[config.mk]
export PLATFORM = sky130hd
export DESIGN_NAME = miss_pf_arbiter
export DESIGN_NICKNAME = d
export VERILOG_FILES = /design/src/rtl/mpa_pkg.sv /design/src/rtl/line_queue.sv /design/src/rtl/recent_filter.sv /design/src/rtl/req_arbiter.sv /design/src/rtl/miss_pf_arbiter.sv
export SDC_FILE = /design/constraint.sdc
export NUM_CORES = 1
export LEC_CHECK = 0
export ABC_AREA = 1
export BUFFER_PORTS_ARGS = -buffer_cell sky130_fd_sc_hd__buf_4
export CAP_MARGIN = 5
export CORE_ASPECT_RATIO = 1.25
export CORE_MARGIN = 1
export CORE_UTILIZATION = 36
export DETAILED_ROUTE_END_ITERATION = 7
export PLACE_DENSITY = 0.56
export SYNTH_ARGS = -nofsm -noshare
export SYNTH_HDL_FRONTEND = slang
export SYNTH_SLANG_ARGS = --single-unit
export TNS_END_PERCENT = 30
[constraint.sdc]
create_clock -name clk -period 5 [get_ports clk]
set_input_delay 0.5 -clock clk [delete_from_list [all_inputs] [get_ports clk]]
set_output_delay 0.5 -clock clk [all_outputs]
set_load 0.01 [all_outputs]
[src/rtl/mpa_pkg.sv]
// Shared types for the demand/prefetch arbiter.
package mpa_pkg;
    // Which source owns the memory port in the current cycle.
    typedef enum logic [1:0] {
        GNT_NONE     = 2'd0,
        GNT_DEMAND   = 2'd1,
        GNT_PREFETCH = 2'd2
    } grant_e;
endpackage

[src/rtl/line_queue.sv]
// Circular FIFO of line addresses in which any entry can be invalidated.
// Holds up to DEPTH entries. An entry is first occupied and valid.
// Invalidation clears only the valid bit. An occupied but invalid head
// entry is retired on its own in one cycle, whether or not pop_req is set.
// cmp_hit reports whether any valid entry equals cmp_line. When kill is set,
// every such entry is invalidated. Pushes while full are ignored; the caller
// is expected to gate them.
module line_queue #(
    parameter int DEPTH  = 4,
    parameter int LINE_W = 26
) (
    input  logic              clk,
    input  logic              rst_n,
    input  logic              push,
    input  logic [LINE_W-1:0] push_line,
    input  logic              pop_req,
    input  logic [LINE_W-1:0] cmp_line,
    input  logic              kill,
    output logic              cmp_hit,
    output logic              head_vld,
    output logic [LINE_W-1:0] head_line,
    output logic              full
);
    localparam int PTR_W = (DEPTH > 1) ? $clog2(DEPTH) : 1;

    logic [LINE_W-1:0] line_q [DEPTH];
    logic [DEPTH-1:0]  vld_q;
    logic [DEPTH-1:0]  occ_q;
    logic [PTR_W-1:0]  rd_q;
    logic [PTR_W-1:0]  wr_q;
    logic [DEPTH-1:0]  match;
    logic              do_pop;
    logic              do_push;

    function automatic logic [PTR_W-1:0] adv(input logic [PTR_W-1:0] p);
        return (p == PTR_W'(DEPTH - 1)) ? '0 : p + 1'b1;
    endfunction

    // Parallel compare of every valid entry against the probe line.
    for (genvar g = 0; g < DEPTH; g++) begin : g_cmp
        assign match[g] = vld_q[g] && (line_q[g] == cmp_line);
    end

    assign cmp_hit   = |match;
    assign head_vld  = vld_q[rd_q];
    assign head_line = line_q[rd_q];
    assign full      = occ_q[wr_q];
    assign do_push   = push && !full;
    assign do_pop    = occ_q[rd_q] && (!vld_q[rd_q] || pop_req);

    // Per-slot update: a write at the tail, a release at the head, or an invalidation.
    always_ff @(posedge clk) begin
        if (!rst_n) begin
            occ_q <= '0;
            vld_q <= '0;
            for (int i = 0; i < DEPTH; i++) line_q[i] <= '0;
        end else begin
            for (int i = 0; i < DEPTH; i++) begin
                if (do_push && (wr_q == PTR_W'(i))) begin
                    occ_q[i]  <= 1'b1;
                    vld_q[i]  <= 1'b1;
                    line_q[i] <= push_line;
                end else if (do_pop && (rd_q == PTR_W'(i))) begin
                    occ_q[i] <= 1'b0;
                    vld_q[i] <= 1'b0;
                end else if (kill && match[i]) begin
                    vld_q[i] <= 1'b0;
                end
            end
        end
    end

    // Read and write pointer advance.
    always_ff @(posedge clk) begin
        if (!rst_n) begin
            rd_q <= '0;
            wr_q <= '0;
        end else begin
            if (do_pop)  rd_q <= adv(rd_q);
            if (do_push) wr_q <= adv(wr_q);
        end
    end
endmodule

[src/rtl/recent_filter.sv]
// Ring of the last N prefetch lines issued to memory, with a parallel lookup.
// Each insert overwrites the oldest slot. A lookup sees only the contents
// registered before the current cycle.
module recent_filter #(
    parameter int N      = 4,
    parameter int LINE_W = 26
) (
    input  logic              clk,
    input  logic              rst_n,
    input  logic              insert,
    input  logic [LINE_W-1:0] ins_line,
    input  logic [LINE_W-1:0] look_line,
    output logic              hit
);
    localparam int PTR_W = (N > 1) ? $clog2(N) : 1;

    logic [LINE_W-1:0] ring_q [N];
    logic [N-1:0]      used_q;
    logic [PTR_W-1:0]  ptr_q;
    logic [N-1:0]      match;

    // Compare the probe line against every filled slot.
    for (genvar g = 0; g < N; g++) begin : g_cmp
        assign match[g] = used_q[g] && (ring_q[g] == look_line);
    end
    assign hit = |match;

    // Record the issued line in the oldest slot.
    always_ff @(posedge clk) begin
        if (!rst_n) begin
            used_q <= '0;
            ptr_q  <= '0;
            for (int i = 0; i < N; i++) ring_q[i] <= '0;
        end else if (insert) begin
            for (int i = 0; i < N; i++) begin
                if (ptr_q == PTR_W'(i)) begin
                    ring_q[i] <= ins_line;
                    used_q[i] <= 1'b1;
                end
            end
            ptr_q <= (ptr_q == PTR_W'(N - 1)) ? '0 : ptr_q + 1'b1;
        end
    end
endmodule

[src/rtl/req_arbiter.sv]
// Fixed-priority choice of the memory request: a demand head always beats
// a prefetch head. Purely combinational. Pop strobes are raised only on an
// accepted handshake.
module req_arbiter
    import mpa_pkg::*;
#(
    parameter int LINE_W = 26
) (
    input  logic              dq_vld,
    input  logic [LINE_W-1:0] dq_line,
    input  logic              pq_vld,
    input  logic [LINE_W-1:0] pq_line,
    input  logic              mem_ready,
    output grant_e            grant,
    output logic [LINE_W-1:0] out_line,
    output logic              dq_pop,
    output logic              pq_pop
);
    // Select the owner of the port and route its line.
    always_comb begin
        grant    = GNT_NONE;
        out_line = '0;
        if (dq_vld) begin
            grant    = GNT_DEMAND;
            out_line = dq_line;
        end else if (pq_vld) begin
            grant    = GNT_PREFETCH;
            out_line = pq_line;
        end
    end

    assign dq_pop = (grant == GNT_DEMAND)   && mem_ready;
    assign pq_pop = (grant == GNT_PREFETCH) && mem_ready;
endmodule

[src/rtl/miss_pf_arbiter.sv]
// Demand/prefetch request arbiter in front of one memory port.
// An accepted demand goes to the demand queue and, unless it replaces a
// queued prefetch, to the observation queue. A predicted prefetch is
// discarded if it repeats a pending observation, a same-cycle demand,
// a recently issued prefetch, or meets a full prefetch queue.
// Assumes: every compare is on line address (offset bits ignored); all
// outputs depend on registered state only.
module miss_pf_arbiter
    import mpa_pkg::*;
#(
    parameter int ADDR_W   = 32,
    parameter int OFF_W    = 6,
    parameter int DQ_DEPTH = 4,
    parameter int OQ_DEPTH = 4,
    parameter int PQ_DEPTH = 4,
    parameter int FILT_N   = 4
) (
    input  logic              clk,
    input  logic              rst_n,
    input  logic              dmd_valid,
    input  logic [ADDR_W-1:0] dmd_addr,
    output logic              dmd_ready,
    input  logic              pf_valid,
    input  logic [ADDR_W-1:0] pf_addr,
    output logic              mem_valid,
    output logic [ADDR_W-1:0] mem_addr,
    output logic              mem_is_pf,
    input  logic              mem_ready,
    output logic              obs_valid,
    output logic [ADDR_W-1:0] obs_addr,
    input  logic              obs_ready
);
    localparam int LINE_W = ADDR_W - OFF_W;

    logic [LINE_W-1:0] dline, pline;
    logic              unused_offsets;
    logic              dq_full, oq_full, pq_full;
    logic              dq_head_vld, oq_head_vld, pq_head_vld;
    logic [LINE_W-1:0] dq_head_line, oq_head_line, pq_head_line;
    logic              pq_hit, oq_hit, filt_hit, dq_cmp_unused;
    logic              dmd_acc, dmd_to_oq, same_cyc, oq_push;
    logic              pf_drop, pq_push;
    logic              dq_pop, pq_pop;
    logic [LINE_W-1:0] out_line;
    grant_e            grant;

    assign dline          = dmd_addr[ADDR_W-1:OFF_W];
    assign pline          = pf_addr[ADDR_W-1:OFF_W];
    assign unused_offsets = ^{dmd_addr[OFF_W-1:0], pf_addr[OFF_W-1:0]};

    // Demand intake: blocked if either queue it feeds is full.
    assign dmd_ready = !dq_full && !oq_full;
    assign dmd_acc   = dmd_valid && dmd_ready;
    assign dmd_to_oq = dmd_acc && !pq_hit;

    // A prefetch equal to a demand entering the observation queue this cycle
    // cancels that observation write, exactly like a stored match.
    assign same_cyc = pf_valid && dmd_to_oq && (pline == dline);
    assign oq_push  = dmd_to_oq && !same_cyc;
    assign pf_drop  = oq_hit || same_cyc || filt_hit || pq_full;
    assign pq_push  = pf_valid && !pf_drop;

    line_queue #(.DEPTH(DQ_DEPTH), .LINE_W(LINE_W)) u_dq (
        .clk(clk), .rst_n(rst_n),
        .push(dmd_acc), .push_line(dline),
        .pop_req(dq_pop),
        .cmp_line(dline), .kill(1'b0), .cmp_hit(dq_cmp_unused),
        .head_vld(dq_head_vld), .head_line(dq_head_line), .full(dq_full)
    );

    line_queue #(.DEPTH(OQ_DEPTH), .LINE_W(LINE_W)) u_oq (
        .clk(clk), .rst_n(rst_n),
        .push(oq_push), .push_line(dline),
        .pop_req(obs_ready),
        .cmp_line(pline), .kill(pf_valid), .cmp_hit(oq_hit),
        .head_vld(oq_head_vld), .head_line(oq_head_line), .full(oq_full)
    );

    line_queue #(.DEPTH(PQ_DEPTH), .LINE_W(LINE_W)) u_pq (
        .clk(clk), .rst_n(rst_n),
        .push(pq_push), .push_line(pline),
        .pop_req(pq_pop),
        .cmp_line(dline), .kill(dmd_acc), .cmp_hit(pq_hit),
        .head_vld(pq_head_vld), .head_line(pq_head_line), .full(pq_full)
    );

    recent_filter #(.N(FILT_N), .LINE_W(LINE_W)) u_filt (
        .clk(clk), .rst_n(rst_n),
        .insert(pq_pop), .ins_line(pq_head_line),
        .look_line(pline), .hit(filt_hit)
    );

    req_arbiter #(.LINE_W(LINE_W)) u_arb (
        .dq_vld(dq_head_vld), .dq_line(dq_head_line),
        .pq_vld(pq_head_vld), .pq_line(pq_head_line),
        .mem_ready(mem_ready),
        .grant(grant), .out_line(out_line),
        .dq_pop(dq_pop), .pq_pop(pq_pop)
    );

    assign mem_valid = (grant != GNT_NONE);
    assign mem_is_pf = (grant == GNT_PREFETCH);
    assign mem_addr  = {out_line, {OFF_W{1'b0}}};
    assign obs_valid = oq_head_vld;
    assign obs_addr  = {oq_head_line, {OFF_W{1'b0}}};
endmodule

==> metrics.json <==
{
  "run_status": "complete, no violations",
  "worst-path-buf-inv": 2,
  "total_wirelength_mm": 96.7,
  "ios": 138,
  "cts_inserted_buffers": 49,
  "postCtsSetupRepairBufs": 0,
  "grt_overflow_total": 0,
  "worst_path_dominant_cell_family": "compound AO/OA/AOI/OAI gates",
  "post_synth_edffs": 416,
  "finalMaxSlewViolations": 0,
  "cts_hold_buffers": 0,
  "drt_pre_antenna_iters": 6,
  "synth-seq-area-share": 0.528,
  "slew_hr": 0.181,
  "data_arrival_at_the_endpoint_of_the_critical_path_ps": 3360,
  "hp-class": "input pin to register",
  "dominantRegCellSynth": "sky130_fd_sc_hd__edfxtp_1",
  "finalCritPeriodShare": 0.772,
  "design.final.nets": 3029,
  "placement.io_buffers": 113,
  "synth_cell_types": 51,
  "fin_worst_skew_ps": 57.1,
  "wire_length_of_the_first_global_routing_pass_mm": 138,
  "crit_chain": "buf_4, a21oi_1, a21oi_2, o21ai_0, buf_4",
  "grt_busiest_layer": "met2",
  "global_route.usage.met3": 0.0374,
  "critical_path_cell_count": 5,
  "initial_standard_cell_utilization_of_the_core": 0.364,
  "rrSetupSlack_ps": 1870,
  "critPathCapture": "mem_addr[6]",
  "max_freq_ghz": 0.259,
  "detailedRoute.firstIterationViolations": 2763,
  "n_fill_cell": 6970,
  "capture_point_of_the_worst_reg_to_reg_path": "u_filt.ring_q[0][18]$_SDFFCE_PN0P_",
  "worstSkewPairLatency_ps": 650,
  "clock_sinks": 460,
  "floorplan.die_area_um2": 71400,
  "worst-endpoint-required_ps": 4500,
  "place_ws_ps": 1340,
  "groute.usage.overall": 0.269,
  "drive_above_1_share": 0.147,
  "cts.root.buffer_cell": "sky130_fd_sc_hd__clkbuf_16",
  "origin_of_the_critical_flop_to_flop_path": "u_pq.rd_q[0]$_SDFFE_PN0P_",
  "via_count_of_the_first_global_routing_pass": 19943,
  "post_cts_resized": 0,
  "drt_drc_violations_left": 0,
  "timing.max_cap.violations": 0,
  "finalHoldViolCount": 0,
  "vias": 20979,
  "fin_ws_ps": 1140,
  "finalNonFillerCells": 3904,
  "cpMaxStageDelayCell": "sky130_fd_sc_hd__a21oi_2",
  "detail_route.wl_per_cell_um": 24.8,
  "cts_buffer_depth": 3,
  "yosys_register_bits": 460,
  "place_inst": 3815,
  "gpl.final_weighted_congestion": 0.981,
  "synth.largest_area_cell": "sky130_fd_sc_hd__edfxtp_1",
  "floorplan.rows": 108,
  "worst_pin_slew_ps": 1220,
  "synth.cell_area_um2": 25300,
  "synth-async-reset-ratio": 0,
  "drt.antenna.violating_nets": 0,
  "netlist_instances": 2884,
  "final_common_cell": "sky130_fd_sc_hd__nand2_1",
  "grt_setup_unrepaired": "false",
  "globalRouteMet2Util": 0.432,
  "setup_crit_start_kind": "register",
  "drt-vias-per-instance": 5.37,
  "core_area_um2": 69500,
  "syn_area_per_cell_um2": 8.78,
  "h-tree-depth": 2,
  "chipWidth_um": 239,
  "max-vdd-ir-drop_mv": 0.287,
  "clock_tree_from_tritoncts": "done",
  "power_density_nw_per_um2": 481,
  "worstPathMaxFanout": 31,
  "total_power_mw": 13.6,
  "dieHeight_um": 298,
  "detailed_place.area_um2": 26600,
  "reg2reg_depth": 9,
  "timing.setup.critical_path_class": "register to primary output",
  "worst_hold_slack_ps": 220,
  "p_r_area_growth_vs_syn_pct": 11.7,
  "grt_antenna_before_repair": 8,
  "grtUsageMet1": 0.346,
  "grt_start_max_net_pins": 59,
  "synthTopCellsByArea": "sky130_fd_sc_hd__edfxtp_1 (49%), sky130_fd_sc_hd__nand2_1 (9.9%), sky130_fd_sc_hd__nor2_1 (7.4%)",
  "clock_period_minus_final_worst_setup_slack_ps": 3860,
  "fin_util": 0.407,
  "synth.yosys.warnings": 0,
  "fin_setup_tns_ps": 0,
  "finalInstanceArea_um2": 28300,
  "worst_path_most_repeated_cell": "sky130_fd_sc_hd__buf_4",
  "fraction_of_synthesized_cell_area_taken_by_the_top_area_cell_type": 0.493,
  "final_cell_mix": "sky130_fd_sc_hd__nand2_1 (668), sky130_fd_sc_hd__nor2_1 (499), sky130_fd_sc_hd__edfxtp_1 (416), sky130_fd_sc_hd__inv_1 (212), sky130_fd_sc_hd__o21ai_0 (168)",
  "cts.clk_slew.worst_paths_ps": 60,
  "total_leakage_power_nw": 11.4,
  "endpoint_kind": "primary output",
  "place.detailed.hpwl_mm": 66.7,
  "finalSetupViolCount": 0,
  "timing.critical_path.slowest_cell_delay_ps": 880
}
## cell families (layout without fill, tap and decap cells)
group,after synthesis,after routing,share of synthesized area
XOR/XNOR,97,97,0.0336
AND/OR/NAND/NOR,1418,1418,0.240
adder cells (fa/ha/maj),28,28,0.0138
other,1,13,0.000148
AO/OA/AOI/OAI,450,450,0.101
flip-flops,460,460,0.528
buffers and inverters,430,503,0.0830
## synth_stat cells, drive strengths merged, types with 26 or more instances
| cell type | instances |
|---|---|
| o21ai | 192 |
| nand4 | 36 |
| ha | 28 |
| nand2 | 670 |
| dfxtp | 44 |
| a221o | 26 |
| edfxtp | 416 |
| nor2 | 623 |
| inv | 249 |
| buf | 112 |
| xnor2 | 74 |
| a21oi | 156 |
| nand3 | 57 |
| clkbuf | 63 |
| o22ai | 45 |
## flip-flops by register name (all words and copies together), names as in the netlist, 3 cells and up, named ones only
| name | flops |
|---|---|
| u_oq.line_q | 104 |
| u_dq.line_q | 104 |
| u_pq.vld_q | 4 |
| u_dq.vld_q | 3 |
| u_oq.vld_q | 4 |
| u_pq.occ_q | 4 |
| u_filt.ring_q | 104 |
| u_pq.line_q | 104 |
| u_filt.used_q | 4 |
| u_oq.occ_q | 4 |
## worst min-delay path, stage by stage
cell and delay (ps):
sky130_fd_sc_hd__buf_4 110, sky130_fd_sc_hd__nand3_1 80, sky130_fd_sc_hd__nand3_1 60, sky130_fd_sc_hd__nand2_1 50
## power breakdown
part / switching (mW) / total (mW) / internal, mW / leakage, nW
sequential: 0.410 / 5.34 / 4.93 / 4.69
clock: 1.64 / 3.82 / 2.18 / 0.796
combinational: 3.10 / 4.44 / 1.35 / 5.88
total: 5.15 / 13.6 / 8.45 / 11.4
## how the worst min path moves through the flow
stage / depth (start not counted) / start / end
3_5_place_dp: 2 / u_filt.used_q[0]$_SDFFE_PN0P_ / u_filt.used_q[0]$_SDFFE_PN0P_
5_1_grt: 4 / mem_ready / u_dq.vld_q[0]$_SDFFE_PN0P_
2_1_floorplan: 2 / u_filt.used_q[0]$_SDFFE_PN0P_ / u_filt.used_q[0]$_SDFFE_PN0P_
3_3_place_gp: 2 / u_filt.used_q[0]$_SDFFE_PN0P_ / u_filt.used_q[0]$_SDFFE_PN0P_
4_1_cts: 4 / mem_ready / u_dq.vld_q[0]$_SDFFE_PN0P_
6_report: 4 / mem_ready / u_dq.vld_q[0]$_SDFFE_PN0P_
## cell type report
class                           instances  area (µm²)  area share
Antenna cell                            1        2.50   0.0000885
Clock inverter                         29         375      0.0133
Timing Repair Buffer                  160        1200      0.0425
Tap cell                              935        1170      0.0414
Inverter                              255         962      0.0340
Sequential cell                       460       13400       0.473
Clock buffer                           59        1260      0.0447
Multi-Input combinational cell       2005        9920       0.351
## metal layers
metal  vias up  share of wire
met5         -        0.00044
met4         6          0.066
met2      1071           0.46
li1       9533              -
met3       249          0.083
met1     10120           0.39
Note: power is estimated with default switching activity, not from simulation.
